`src/rtl/nic_host_pkg.sv`:
```
package nic_host_pkg;

    // Command pulse state machine
    typedef enum logic [1:0] {
        CMD_IDLE = 2'd0,
        CMD_FIRE = 2'd1,
        CMD_HOLD = 2'd2
    } cmd_state_e;

    // Which command is being issued
    typedef enum logic [1:0] {
        OP_NONE  = 2'd0,
        OP_REARM = 2'd1,
        OP_START = 2'd2
    } cmd_op_e;

    // Address map constants (nibble values and register offsets)
    localparam logic [3:0] PAGE_NIB   = 4'hF;
    localparam logic [3:0] REG_NIB    = 4'hB;
    localparam int         OFF_STATUS = 0;
    localparam int         OFF_START  = 1;
    localparam int         OFF_LEN    = 2;

endpackage

```
`src/rtl/nic_addr_decode.sv`:
```
module nic_addr_decode #(
    parameter int ADDR_W = 16,
    localparam int OFF_W = ADDR_W - 8
) (
    input  logic [ADDR_W-1:0] addr,
    output logic              in_win,
    output logic              in_reg,
    output logic [OFF_W-1:0]  reg_off
);
    import nic_host_pkg::*;

    localparam int NIB_HI = ADDR_W - 1;
    localparam int NIB_LO = ADDR_W - 4;
    localparam int SUB_HI = ADDR_W - 5;
    localparam int SUB_LO = ADDR_W - 8;

    logic page_hit;

    always_comb begin
        page_hit = (addr[NIB_HI:NIB_LO] == PAGE_NIB);
        in_win   = page_hit && !addr[SUB_HI];
        in_reg   = page_hit && (addr[SUB_HI:SUB_LO] == REG_NIB);
        reg_off  = addr[OFF_W-1:0];
    end

endmodule

```
`src/rtl/nic_reg_rdmux.sv`:
```
module nic_reg_rdmux #(
    parameter int DATA_W = 8,
    parameter int OFF_W  = 8,
    localparam int LEN_W  = 2 * DATA_W,
    localparam int NBYTES = LEN_W / DATA_W
) (
    input  logic              rd_sel,
    input  logic [OFF_W-1:0]  off,
    input  logic              rx_full,
    input  logic              tx_busy,
    input  logic [LEN_W-1:0]  rx_len,
    output logic [DATA_W-1:0] rdata
);
    import nic_host_pkg::*;

    always_comb begin
        rdata = '0;
        if (rd_sel) begin
            if (off == OFF_W'(OFF_STATUS)) begin
                rdata[0] = rx_full;
                rdata[1] = tx_busy;
            end
            for (int i = 0; i < NBYTES; i++) begin
                if (off == OFF_W'(OFF_LEN + i))
                    rdata = rx_len[i*DATA_W +: DATA_W];
            end
        end
    end

endmodule

```
`src/rtl/nic_cmd_fsm.sv`:
```
module nic_cmd_fsm #(
    parameter int OFF_W = 8
) (
    input  logic             clk,
    input  logic             rst_n,
    input  logic             wr,
    input  logic             reg_sel,
    input  logic [OFF_W-1:0] off,
    output logic             rearm,
    output logic             start
);
    import nic_host_pkg::*;

    cmd_state_e state_q, state_d;
    cmd_op_e    op_q, op_d;
    cmd_op_e    hit_op;

    always_comb begin
        hit_op = OP_NONE;
        if (wr && reg_sel) begin
            if (off == OFF_W'(OFF_STATUS))     hit_op = OP_REARM;
            else if (off == OFF_W'(OFF_START)) hit_op = OP_START;
        end
    end

    // State register
    always_ff @(posedge clk) begin
        if (!rst_n) begin
            state_q <= CMD_IDLE;
            op_q    <= OP_NONE;
        end else begin
            state_q <= state_d;
            op_q    <= op_d;
        end
    end

    // Next state
    always_comb begin
        state_d = state_q;
        op_d    = op_q;
        unique case (state_q)
            CMD_IDLE: begin
                if (hit_op != OP_NONE) begin
                    state_d = CMD_FIRE;
                    op_d    = hit_op;
                end
            end
            CMD_FIRE: state_d = wr ? CMD_HOLD : CMD_IDLE;
            CMD_HOLD: if (!wr) state_d = CMD_IDLE;
            default:  state_d = CMD_IDLE;
        endcase
    end

    // Outputs
    always_comb begin
        rearm = (state_q == CMD_FIRE) && (op_q == OP_REARM);
        start = (state_q == CMD_FIRE) && (op_q == OP_START);
    end


    single_pulse_chk: assert property (@(posedge clk) disable iff (!rst_n)
        (state_q == CMD_FIRE) |=> (state_q != CMD_FIRE));


    fire_cause_chk: assert property (@(posedge clk) disable iff (!rst_n)
        (state_q == CMD_FIRE) |-> $past(wr && reg_sel));


    hold_cause_chk: assert property (@(posedge clk) disable iff (!rst_n)
        (state_q == CMD_HOLD) |-> $past(wr));

endmodule

```
`src/rtl/nic_host_if.sv`:
```
module nic_host_if #(
    parameter int ADDR_W = 16,
    parameter int DATA_W = 8,
    localparam int OFF_W = ADDR_W - 8,
    localparam int LEN_W = 2 * DATA_W
) (
    input  logic              clk,
    input  logic              rst_n,
    input  logic [ADDR_W-1:0] host_addr,
    input  logic              host_wr,
    input  logic              host_rd,
    input  logic              rx_full,
    input  logic              tx_busy,
    input  logic [LEN_W-1:0]  rx_len,
    output logic              txbuf_we,
    output logic              rxbuf_oe,
    output logic              buf_act,
    output logic [DATA_W-1:0] host_rdata,
    output logic              rx_rearm,
    output logic              tx_start
);
    logic             in_win;
    logic             in_reg;
    logic [OFF_W-1:0] reg_off;

    nic_addr_decode #(.ADDR_W(ADDR_W)) u_dec (
        .addr    (host_addr),
        .in_win  (in_win),
        .in_reg  (in_reg),
        .reg_off (reg_off)
    );

    nic_reg_rdmux #(.DATA_W(DATA_W), .OFF_W(OFF_W)) u_rdmux (
        .rd_sel  (in_reg && host_rd),
        .off     (reg_off),
        .rx_full (rx_full),
        .tx_busy (tx_busy),
        .rx_len  (rx_len),
        .rdata   (host_rdata)
    );

    nic_cmd_fsm #(.OFF_W(OFF_W)) u_cmd (
        .clk     (clk),
        .rst_n   (rst_n),
        .wr      (host_wr),
        .reg_sel (in_reg),
        .off     (reg_off),
        .rearm   (rx_rearm),
        .start   (tx_start)
    );

    always_comb begin
        txbuf_we = in_win && host_wr;
        rxbuf_oe = in_win && host_rd;
        buf_act  = in_win && (host_wr || host_rd);
    end


    no_dual_pulse_chk: assert property (@(posedge clk) disable iff (!rst_n)
        !(rx_rearm && tx_start));


    buf_act_cause_chk: assert property (@(posedge clk) disable iff (!rst_n)
        buf_act |-> (txbuf_we || rxbuf_oe));


    rdata_quiet_chk: assert property (@(posedge clk) disable iff (!rst_n)
        (host_rdata != '0) |-> host_rd);


    foreign_addr_chk: assert property (@(posedge clk) disable iff (!rst_n)
        (host_addr[ADDR_W-1:ADDR_W-4] != 4'hF) |-> !(buf_act || txbuf_we || rxbuf_oe));

endmodule

```
`config.mk`:
```
export PLATFORM = sky130hd
export DESIGN_NAME = nic_host_if
export DESIGN_NICKNAME = d
export VERILOG_FILES = /design/src/rtl/nic_host_pkg.sv /design/src/rtl/nic_addr_decode.sv /design/src/rtl/nic_reg_rdmux.sv /design/src/rtl/nic_cmd_fsm.sv /design/src/rtl/nic_host_if.sv
export SDC_FILE = /design/constraint.sdc
export NUM_CORES = 1
export LEC_CHECK = 0
export BUFFER_PORTS_ARGS = -buffer_cell sky130_fd_sc_hd__buf_2
export CAP_MARGIN = 20
export CELL_PAD_IN_SITES_DETAIL_PLACEMENT = 2
export CELL_PAD_IN_SITES_GLOBAL_PLACEMENT = 2
export CORE_UTILIZATION = 14
export DETAILED_ROUTE_END_ITERATION = 8
export GPL_TIMING_DRIVEN = 0
export PLACE_DENSITY_LB_ADDON = 0.05
export SKIP_CTS_REPAIR_TIMING = 1
export SYNTH_ARGS = -nofsm -noshare
export SYNTH_HDL_FRONTEND = slang
export SYNTH_SLANG_ARGS = --single-unit
```
`constraint.sdc`:
```
create_clock -name clk -period 1.96 [get_ports clk]
set_clock_uncertainty 0.15 [all_clocks]
set_input_delay 0.49 -clock clk [delete_from_list [all_inputs] [get_ports clk]]
set_output_delay 0.49 -clock clk [all_outputs]
set_load 0.01 [all_outputs]
```
# After elaboration in Yosys (flattened, before gate mapping)
# Index checks and enable logic that the tools add are counted.
[totals]
in_bits = 38
regBits = 4
output_inout_bits = 13
[op_classes]
mux = 11
n_eq_ne = 11
n_reduce_logical = 16
[ops]
columns = ["op", "n"]
rows = [
  ["8-bit two-way mux", 3],
  ["8-bit by 2-bit == test with 1-bit output (second input constant)", 2],
  ["2-bit two-way mux", 7],
  ["1-bit logical AND", 9],
  ["4-bit == test (second input constant)", 2],
  ["8-bit by 1-bit == test with 1-bit output (second input constant)", 1],
  ["8-bit zero test", 1],
  ["2-bit one-hot mux with 3 select lines", 1],
  ["2-bit by 1-bit == test with 1-bit output (second input constant)", 2],
  ["2-bit == test (second input constant)", 2],
  ["2-bit AND reduction", 2],
  ["2-bit zero test", 1],
  ["2-bit by 1-bit inequality test with 1-bit output (second input constant)", 1],
  ["2-bit inequality test (second input constant)", 1],
  ["2-bit nonzero test", 1],
  ["1-bit zero test", 1],
  ["1-bit logical OR", 1],
]

# Depth between registers and ports, before layout
# Gate-level depths: netlist of the first run.
[logic_depth]
ltp_word = 7
depth_mapped = 4
mapped_depth_nobuf = 4

# Hierarchy
# A second synthesis of the first run with hierarchy kept.
[hier_totals]
cells_unflattened = 60
hier_area_um2 = 500.5
[modules_own_cells]
columns = ["module", "instances", "cells_per_inst", "area_each_um2"]
rows = [
  ["nic_cmd_fsm", 1, 20, 210.2],
  ["nic_reg_rdmux", 1, 24, 180.2],
  ["nic_addr_decode", 1, 12, 82.6],
  ["nic_host_if", 1, 4, 27.5],
]

# Least setup slack after synthesis of the first run
# No wires, ideal clock.
[synth_timing]
path_kind = "input-to-output"
start = "in host_addr[10]"
end = "out host_rdata[2]"
arrival_ps = 1261
required_ps = 1320
stages = 4
path_slack_ps = 59
cell_sequence = "nand4b_1 -> nor3_2 -> nand4_1 -> nor2_1"
[synth_via]
elab_chain_cells = 4
[synth_lines]
columns = ["element", "line_no", "text"]
rows = [
  ["start, declared", "nic_host_if.sv:9", "input logic [ADDR_W-1:0] host_addr,"],
  ["4-bit == test", "nic_addr_decode.sv:22", "in_reg = page_hit && (addr[SUB_HI:SUB_LO] == REG_NIB);"],
  ["1-bit logical AND", "nic_addr_decode.sv:22", ""],
  ["1-bit logical AND", "nic_host_if.sv:34", ".rd_sel (in_reg && host_rd),"],
  ["8-bit two-way mux", "nic_reg_rdmux.sv:18", "if (rd_sel) begin"],
  ["end, declared", "nic_host_if.sv:18", "output logic [DATA_W-1:0] host_rdata,"],
]
# Every way passes these cells.

# Worst setup path in the final report of the first run
# Ends and elaborated chain as after synthesis.

==> results.toml, run 1 <==
[worst_setup_path]
start_kind = "input pin"
arrival_ps = 1560
cp.required_ps = 1320
cp_max_fo = 5
worst_setup_path_end_kind = "output pin"
crit_type = "input pin to output pin"

[logic_synthesis]
avgSynthCellArea_sq_um = 8.333
synth_top_family_by_area = "simple AND/OR/NAND/NOR gates"
synth-seq-cells = 4
synth_mux_area_share_pct = 24.62
yosys_warnings = 0
synth_cell_types = 23
synthXorXnorAreaFrac_pct = 2.102
synth-simple-area-share_pct = 47.45
syn-num-nets = 88
synth_area_sq_um = 416.7
synth_cells = 50
synthAdderAreaFrac_pct = 0
synth-compound-area-share_pct = 5.405
ys_seq_area_share_pct = 19.22

[sta]
maxSlewViolCount = 0
rsz0062_at_grt = "true"
worstMarginPinSlew_ps = 282.9
fmax_ghz = 0.4544
hold_ws_ps = 325.4
fin_crit_sh_pct = 112.3
fin_ws_ps = -240.9
hold_violations = 0
relSlewSlack_pct = 81.00
min_period_ps = 2201
setup_viol = 8

[final_layout]
final_area_sq_um = 768.2
final_cell_mix = "buf_2 (49), mux2i_1 (8), nor2_1 (8)"
layout_commonest_cell = "buf_2"
fin_cells = 136
area_growth_pct = 84.38
layout-drive-gt1-share_pct = 60.95
nNetsFinal = 145
n_antenna_cell = 0

[routing]
vias_per_cell = 4.368
num_vias = 594
first_pass_iters = 2
routedWlPerCell_um = 12.31
drt_wl_total_um = 1674
remaining_drc_errors = 0
postRouteAntennaNets = 0
drtIter0Drc = 6

[floorplan]
die_x_um = 56.56
dieArea_sq_mm = 0.003198
initial_core_util_pct = 14.98
die_y_um = 56.56
core-area_sq_mm = 0.002781
io_pins = 51
fp-row-count = 19

[power]
power_uw = 258.9
leakage_nw = 0.4067
peakVddDrop_mv = 0.2017
power.density_mw_per_mm2 = 337.0

[clock_tree]
clk_pin_slew_worst_paths_ps = 40
cts_tree = "done"
cts_buffers = 3
insertion_delay_ps = 230
h-tree-depth = 1
cts_sinks = 4
clk_path_buf_depth = 2
cts_root_buf = "clkbuf_4"

[grt]
grtUsageTotal_pct = 10.48
grt-ovfl-total = 0
grt_pass1_wl_um = 2677
antenna_found_initial = 0
grt_start_max_net_pins = 11
grt_pass1_vias = 637

[placed_design]
dp_hpwl_um = 1482
gp_congestion = 0.7479
dpl_cell_area_sq_um = 705.7
portBuffers = 50
post-place-ws_ps = -313.7
place_inst = 131

[outcome]
violations = "setup timing"
status = "complete, but fails checks"

[hold_path]
hp-class = "register to register"

[flow_run]
cap_violations = 0
[registers in the layout (all words and copies together), names as in the netlist]
register	cells
u_cmd.op_q	2
u_cmd.state_q	2
[layout make-up]
cell class | count | area, sq um
Tap cell | 31 | 38.79
Clock buffer | 3 | 22.52
Timing Repair Buffer | 52 | 271.5
Buffer | 1 | 7.507
Fill cell | 342 | 2013
Sequential cell | 4 | 80.08
Multi-Input combinational cell | 45 | 347.8
[where the power goes]
part	leakage [nW]	internal (mW)	switching (mW)	total (mW)
clock network	0.0138	0.0683	0.0314	0.0997
logic	0.361	0.0451	0.0321	0.0772
registers	0.0322	0.0819	0.000000878	0.0819
[stage by stage]
stage	util [%]	setup TNS, ps
finish	27.62	-1477
global route	27.62	-2256
CTS	26.18	-1864
detailed placement	25.37	-1825
global placement	25.37	-1957
floorplan	-	0
[routing by layer]
layer	GRT usage, %	share of wire (%)	vias to the layer above
li1	-	-	299
met1	12.41	42	269
met2	17.98	49	26
met3	2.535	8.9	0
met4	4.181	0	0
met5	0	0	-
[Yosys cell counts]
master | number | area, sq um
and4_1 | 1 | 8.760
mux2i_1 | 8 | 80.08
mux2_2 | 2 | 22.52
and2_1 | 3 | 18.77
nand2b_1 | 1 | 6.260
nand4_1 | 1 | 6.260
nor3_1 | 1 | 5.000
nor4bb_1 | 2 | 20.02
o21a_1 | 1 | 7.510
and3_1 | 1 | 6.260
a22oi_1 | 2 | 15.01
dfxtp_1 | 4 | 80.08
xor2_1 | 1 | 8.760
nor2b_1 | 2 | 12.51
and4_4 | 1 | 11.26
buf_2 | 1 | 5.000
nor2_1 | 8 | 30.03
nor4b_1 | 1 | 8.760
nand4b_1 | 1 | 8.760
nand3_1 | 1 | 5.000
nor3_2 | 1 | 10.01
nor4_4 | 1 | 21.27
nand2_1 | 5 | 18.77
[final timing paths]
check / from / to / slack [ps] / cells past startpoint
worst min register to register: u_cmd.op_q[1] / u_cmd.op_q[1] / 330 / 2
worst min-delay path: u_cmd.op_q[1] / u_cmd.op_q[1] / 330 / 2
worst max-delay path: host_addr[10] / host_rdata[2] / -240 / 6
worst max register to register: u_cmd.state_q[1] / u_cmd.op_q[1] / 650 / 3
[logic make-up (layout without fill, tap and decap cells)]
family / Yosys count / in the layout
AOI/OAI and AO/OA: 3 / 3
buffers and inverters: 1 / 56
and+or+nand+nor: 31 / 31
DFF: 4 / 4
muxes: 10 / 10
xor gates and xnor gates: 1 / 1
[worst max-delay path, cell delays in order]
cell and delay, ps:
buf_6 90, nand4b_1 220, nor3_4 210, nand4_1 240, nor2_1 170, buf_2 150
Note: power is estimated with default switching activity, not from simulation.
==> run 2, diff against run 1 <==
GPL_TIMING_DRIVEN = 1   (was 0)
==> results.toml, run 2 (synthesis results as in run 1) <==
[outcome]
status = "complete, but fails checks"
violations = "setup timing"

[flow_run]
cap_violations = 0

[routing]
drtIter0Drc = 4
vias_per_cell = 4.326
num_vias = 610
routedWlPerCell_um = 11.78
postRouteAntennaNets = 0
first_pass_iters = 2
drt_wl_total_um = 1661
remaining_drc_errors = 0

[final_layout]
area_growth_pct = 98.50
final_cell_mix = "buf_2 (47), mux2i_1 (8), nor2_1 (8), buf_4 (8), dfxtp_1 (4)"
layout-drive-gt1-share_pct = 66.36
final_area_sq_um = 827.0
n_antenna_cell = 0
top_regs = "u_cmd.op_q (2), u_cmd.state_q (2)"
final_util_pct = 29.73
nNetsFinal = 150
layout_commonest_cell = "buf_2"

[grt]
grt_pass1_wl_um = 2780
grt_pass1_vias = 652
antenna_found_initial = 0
grt_start_max_net_pins = 8
grtUsageTotal_pct = 10.67
grt-ovfl-total = 0

[placed_design]
post-place-ws_ps = -247.3
gp_congestion = 0.6821
dpl_cell_area_sq_um = 745.7
dp_hpwl_um = 1527
portBuffers = 50

[sta]
min_period_ps = 2122
hold_violations = 0
relSlewSlack_pct = 78.63
rsz0062_at_grt = "true"
fmax_ghz = 0.4712
setup_tns_ps = -958.1
maxSlewViolCount = 0
setup_viol = 8
fin_ws_ps = -162.4
fin_crit_sh_pct = 108.3
worstMarginPinSlew_ps = 316.1

[worst_setup_path]
cp_slowest_stage_delay_ps = 220
worst_setup_path_end_kind = "output pin"
path_common_cell = "buf_2"
critPathSlowestCell = "and4_4"
arrival_ps = 1480
cp_max_fo = 5
r2r-start = "u_cmd.state_q[0]"
r2r_cells = 3
timing.rr.end = "u_cmd.op_q[0]"
endpoint = "host_rdata[2]"
ff2ff_setup_slack_ps = 570
crit_type = "input pin to output pin"
cp_cell_sequence = "buf_2 -> and4_4 -> and2_4 -> nand4_1 -> nor2_1 -> buf_2"
cp-startpoint = "host_addr[12]"
cp.required_ps = 1320
start_kind = "input pin"

[power]
peakVddDrop_mv = 0.3206
power.density_mw_per_mm2 = 317.8
power_uw = 262.8
leakage_nw = 0.4379

[floorplan]
fp-row-count = 19
core-area_sq_mm = 0.002781
die_y_um = 56.56
io_pins = 51
die_x_um = 56.56
dieArea_sq_mm = 0.003198
initial_core_util_pct = 14.98

[clock_tree]
h-tree-depth = 1
cts_buffers = 3
insertion_delay_ps = 220
clk_path_buf_depth = 2
cts_root_buf = "clkbuf_4"
cts_tree = "done"
clk_pin_slew_worst_paths_ps = 40
cts_sinks = 4

[hold_path]
hp-class = "register to register"
run 2: metrics by stage:
step / hold slack (ps) / cells
global placement: 318.9 / 136
global route: 372.4 / 141
finish: 328.9 / 141
detailed placement: 325.9 / 136
CTS: 331.0 / 139
floorplan: 293.3 / 50
run 2: worst max-delay path, delay by kind of cell:
family	cells	cell delay, ps
simple gates	4	760
buf+inv	2	230
run 2: layer usage:
| layer | wire length, um | up-vias | global-route usage [%] |
|---|---|---|---|
| met3 | 101 | 0 | 1.843 |
| met2 | 884 | 24 | 19.66 |
| met4 | 0 | 0 | 2.091 |
| met1 | 675 | 279 | 12.81 |
| met5 | 0 | - | 0 |
| li1 | - | 307 | - |
run 2: worst min path at each step:
| stage | start | end | slack (ps) | cells past startpoint |
|---|---|---|---|---|
| global route | u_cmd.op_q[0] | u_cmd.op_q[0] | 370 | 2 |
| global placement | u_cmd.op_q[1] | u_cmd.op_q[1] | 320 | 2 |
| finish | u_cmd.op_q[1] | u_cmd.op_q[1] | 330 | 2 |
| CTS | u_cmd.op_q[1] | u_cmd.op_q[1] | 330 | 2 |
| floorplan | u_cmd.op_q[0] | u_cmd.op_q[0] | 290 | 2 |
| detailed placement | u_cmd.op_q[1] | u_cmd.op_q[1] | 330 | 2 |
run 2: power breakdown:
group	internal [mW]	switching [mW]	leakage, nW
logic	0.0512	0.0322	0.392
registers	0.0818	0.000000919	0.0322
clock network	0.0682	0.0294	0.0138
run 2: cell type report:
class | instances | area (sq um)
tap | 31 | 38.79
fill | 339 | 1954
multi-input combinational | 45 | 356.6
clock buffer | 3 | 22.52
sequential | 4 | 80.08
timing repair buffer | 58 | 329.1
==> run 3, diff against run 2 <==
ABC_AREA = 1   (was default)
CORE_UTILIZATION = 13   (was 14)
RECOVER_POWER = 50   (was default)
==> results.toml, run 3 <==
[outcome]
status = "complete, but fails checks"
violations = "setup timing"

[logic_synthesis]
ys.flop_type = "dfxtp_1"
netlist.area_leader.share_pct = 17.02
synth_commonest_cells = "nand2_1 (19), a21oi_1 (12), inv_1 (11), nor2_1 (10), nand4_1 (7)"
synth_area_leaders = "dfxtp_1 (17%), nand2_1 (15%), a21oi_1 (13%)"
yosys_warnings = 0
async_reset_ff_share_pct = 0
synth-seq-cells = 4
synth_edf_count = 0
syn-num-nets = 120
synth_cells = 82
synth_area_sq_um = 470.5
ys_seq_area_share_pct = 17.02
avgSynthCellArea_sq_um = 5.737
synth_cell_types = 19
synth.most_common_cell = "nand2_1"
synth.largest_area_cell = "dfxtp_1"

[power]
power_frac_seq_pct = 32.2
p_sw_share_pct = 25.78
power.density_mw_per_mm2 = 282.7
combinationalPowerShare_pct = 28.9
peakVddDrop_mv = 0.2348
p_sw_uw = 65.57
leakage_nw = 0.4437
p_clk_share_pct = 38.9
p_int_uw = 188.7

[grt]
grt-ovfl-total = 0
grtUsageTotal_pct = 11.86
antenna_found_initial = 0
grt_pass1_vias = 814
grt_pass1_wl_um = 3691
grt_start_max_net_pins = 11

[sta]
fin_ws_ps = -143.8
worstMarginPinSlew_ps = 156.4
setup_viol = 8
hold_violations = 0
fmax_ghz = 0.4753
fin_crit_sh_pct = 107.3
relSlewSlack_pct = 89.46
min_period_ps = 2104
maxSlewViolCount = 0
rsz0062_at_grt = "true"

[placed_design]
post-place-ws_ps = -203.2
dpl_cell_area_sq_um = 815.8
gp_congestion = 0.6689
portBuffers = 50
dp_hpwl_um = 1836

[worst_setup_path]
arrival_ps = 1460
ff2ff_setup_slack_ps = 740
crit_type = "input pin to output pin"
cp_cell_sequence = "buf_2 -> nor2_4 -> nand3_4 -> nor2_4 -> nand2_4 -> inv_4 -> nand2_1 -> a21oi_1 -> buf_2"
cp_max_fo = 6
critPathSlowestCell = "nor2_4"
worst_setup_path_end_kind = "output pin"
cp_slowest_stage_delay_ps = 150
cp.required_ps = 1320
start_kind = "input pin"

[floorplan]
core-area_sq_mm = 0.003390
initial_core_util_pct = 13.88
die_x_um = 62.16
die_y_um = 62.16
fp-row-count = 21
dieArea_sq_mm = 0.003863
io_pins = 51

[clock_tree]
cts_sinks = 4
cts_buffers = 3
cts_root_buf = "clkbuf_4"
cts_tree = "done"
clk_path_buf_depth = 2
clk_pin_slew_worst_paths_ps = 40
h-tree-depth = 1
insertion_delay_ps = 230

[final_layout]
final_area_sq_um = 899.6
layout-drive-gt1-share_pct = 55.24
layout_commonest_cell = "buf_2"
top_regs = "u_cmd.op_q (2), u_cmd.state_q (2)"
area_growth_pct = 91.22
n_antenna_cell = 0
fill_cells = 415
final_cell_mix = "buf_2 (49), nand2_1 (19), a21oi_1 (10)"
nNetsFinal = 183

[routing]
first_pass_iters = 2
routedWlPerCell_um = 11.16
num_vias = 774
drt_wl_total_um = 2109
drtIter0Drc = 15
vias_per_cell = 4.095
remaining_drc_errors = 0
postRouteAntennaNets = 0

[hold_path]
hp-class = "register to register"

[flow_run]
cap_violations = 0
[run 3: changes by cell type after synthesis, sizes merged, moves of 3 or more]
| cell | previous run | this run |
|---|---|---|
| nand3 | 1 | 5 |
| nor2 | 8 | 15 |
| nand4 | 1 | 7 |
| and2 | 3 | 0 |
| inv | 0 | 12 |
| a21oi | 0 | 12 |
| mux2i | 8 | 0 |
| nand2 | 5 | 20 |
[run 3: worst max-delay path: cells and delay by family]
family | cells | cell delay, ps
compound gates | 1 | 120
buf+inv | 3 | 340
simple gates | 5 | 520
[run 3: final timing paths]
check,start,endpoint,cells after the start
setup / recovery,host_addr[5],host_rdata[7],9
hold / removal,u_cmd.state_q[0],u_cmd.state_q[1],1
setup reg to reg,u_cmd.state_q[0],u_cmd.op_q[0],5
hold reg to reg,u_cmd.state_q[0],u_cmd.state_q[1],1
[run 3: through the flow]
step                      total power, mW  std cells  TNS [ps]  hold slack [ps]  util (%)
after detailed placement           0.1536        183     -1188            294.9     24.07
final                              0.2543        189    -976.9            294.9     26.54
after CTS                          0.2564        186     -1219            301.4     24.73
after floorplan                    0.1033         82         0            268.3         -
after global placement             0.1516        183     -1071            281.9     24.07
after global routing               0.2717        189     -1831            313.2     26.54
[run 3: routing by layer]
metal | global-route usage (%) | wire (um) | share of wire, % | vias up
met2 | 22.39 | 1110 | 53 | 22
li1 | - | - | - | 390
met5 | 0 | 0 | 0 | -
met4 | 4.360 | 0 | 0 | 0
met3 | 2.206 | 89 | 4.2 | 0
met1 | 13.00 | 910 | 43 | 362
[run 3: power groups by stage]
stage / registers [mW] / logic [mW] / clock network (mW)
global placement: 0.0831 / 0.0685 / 0
floorplan: 0.0831 / 0.0202 / 0
finish: 0.0819 / 0.0736 / 0.0988
global route: 0.0818 / 0.0815 / 0.108
CTS: 0.0819 / 0.0709 / 0.104
detailed placement: 0.0831 / 0.0705 / 0
[run 3: cell families (layout without fill, tap and decap cells)]
logic type,Yosys count,in the layout,synth area share [%]
buffers and inverters,14,75,12.23
AND/OR/NAND/NOR,50,50,55.32
AO/OA/AOI/OAI,14,14,15.43
flip-flops,4,4,17.02
[run 3: layout make-up]
cell class	instances	area (sq um)	share of cell area, %
repair buffers	59	327.8	36.44
inverters	13	51.30	5.702
well taps	46	57.56	6.398
multi-input cells	64	360.3	40.06
flip-flops and latches	4	80.08	8.901
clock buffers	3	22.52	2.503
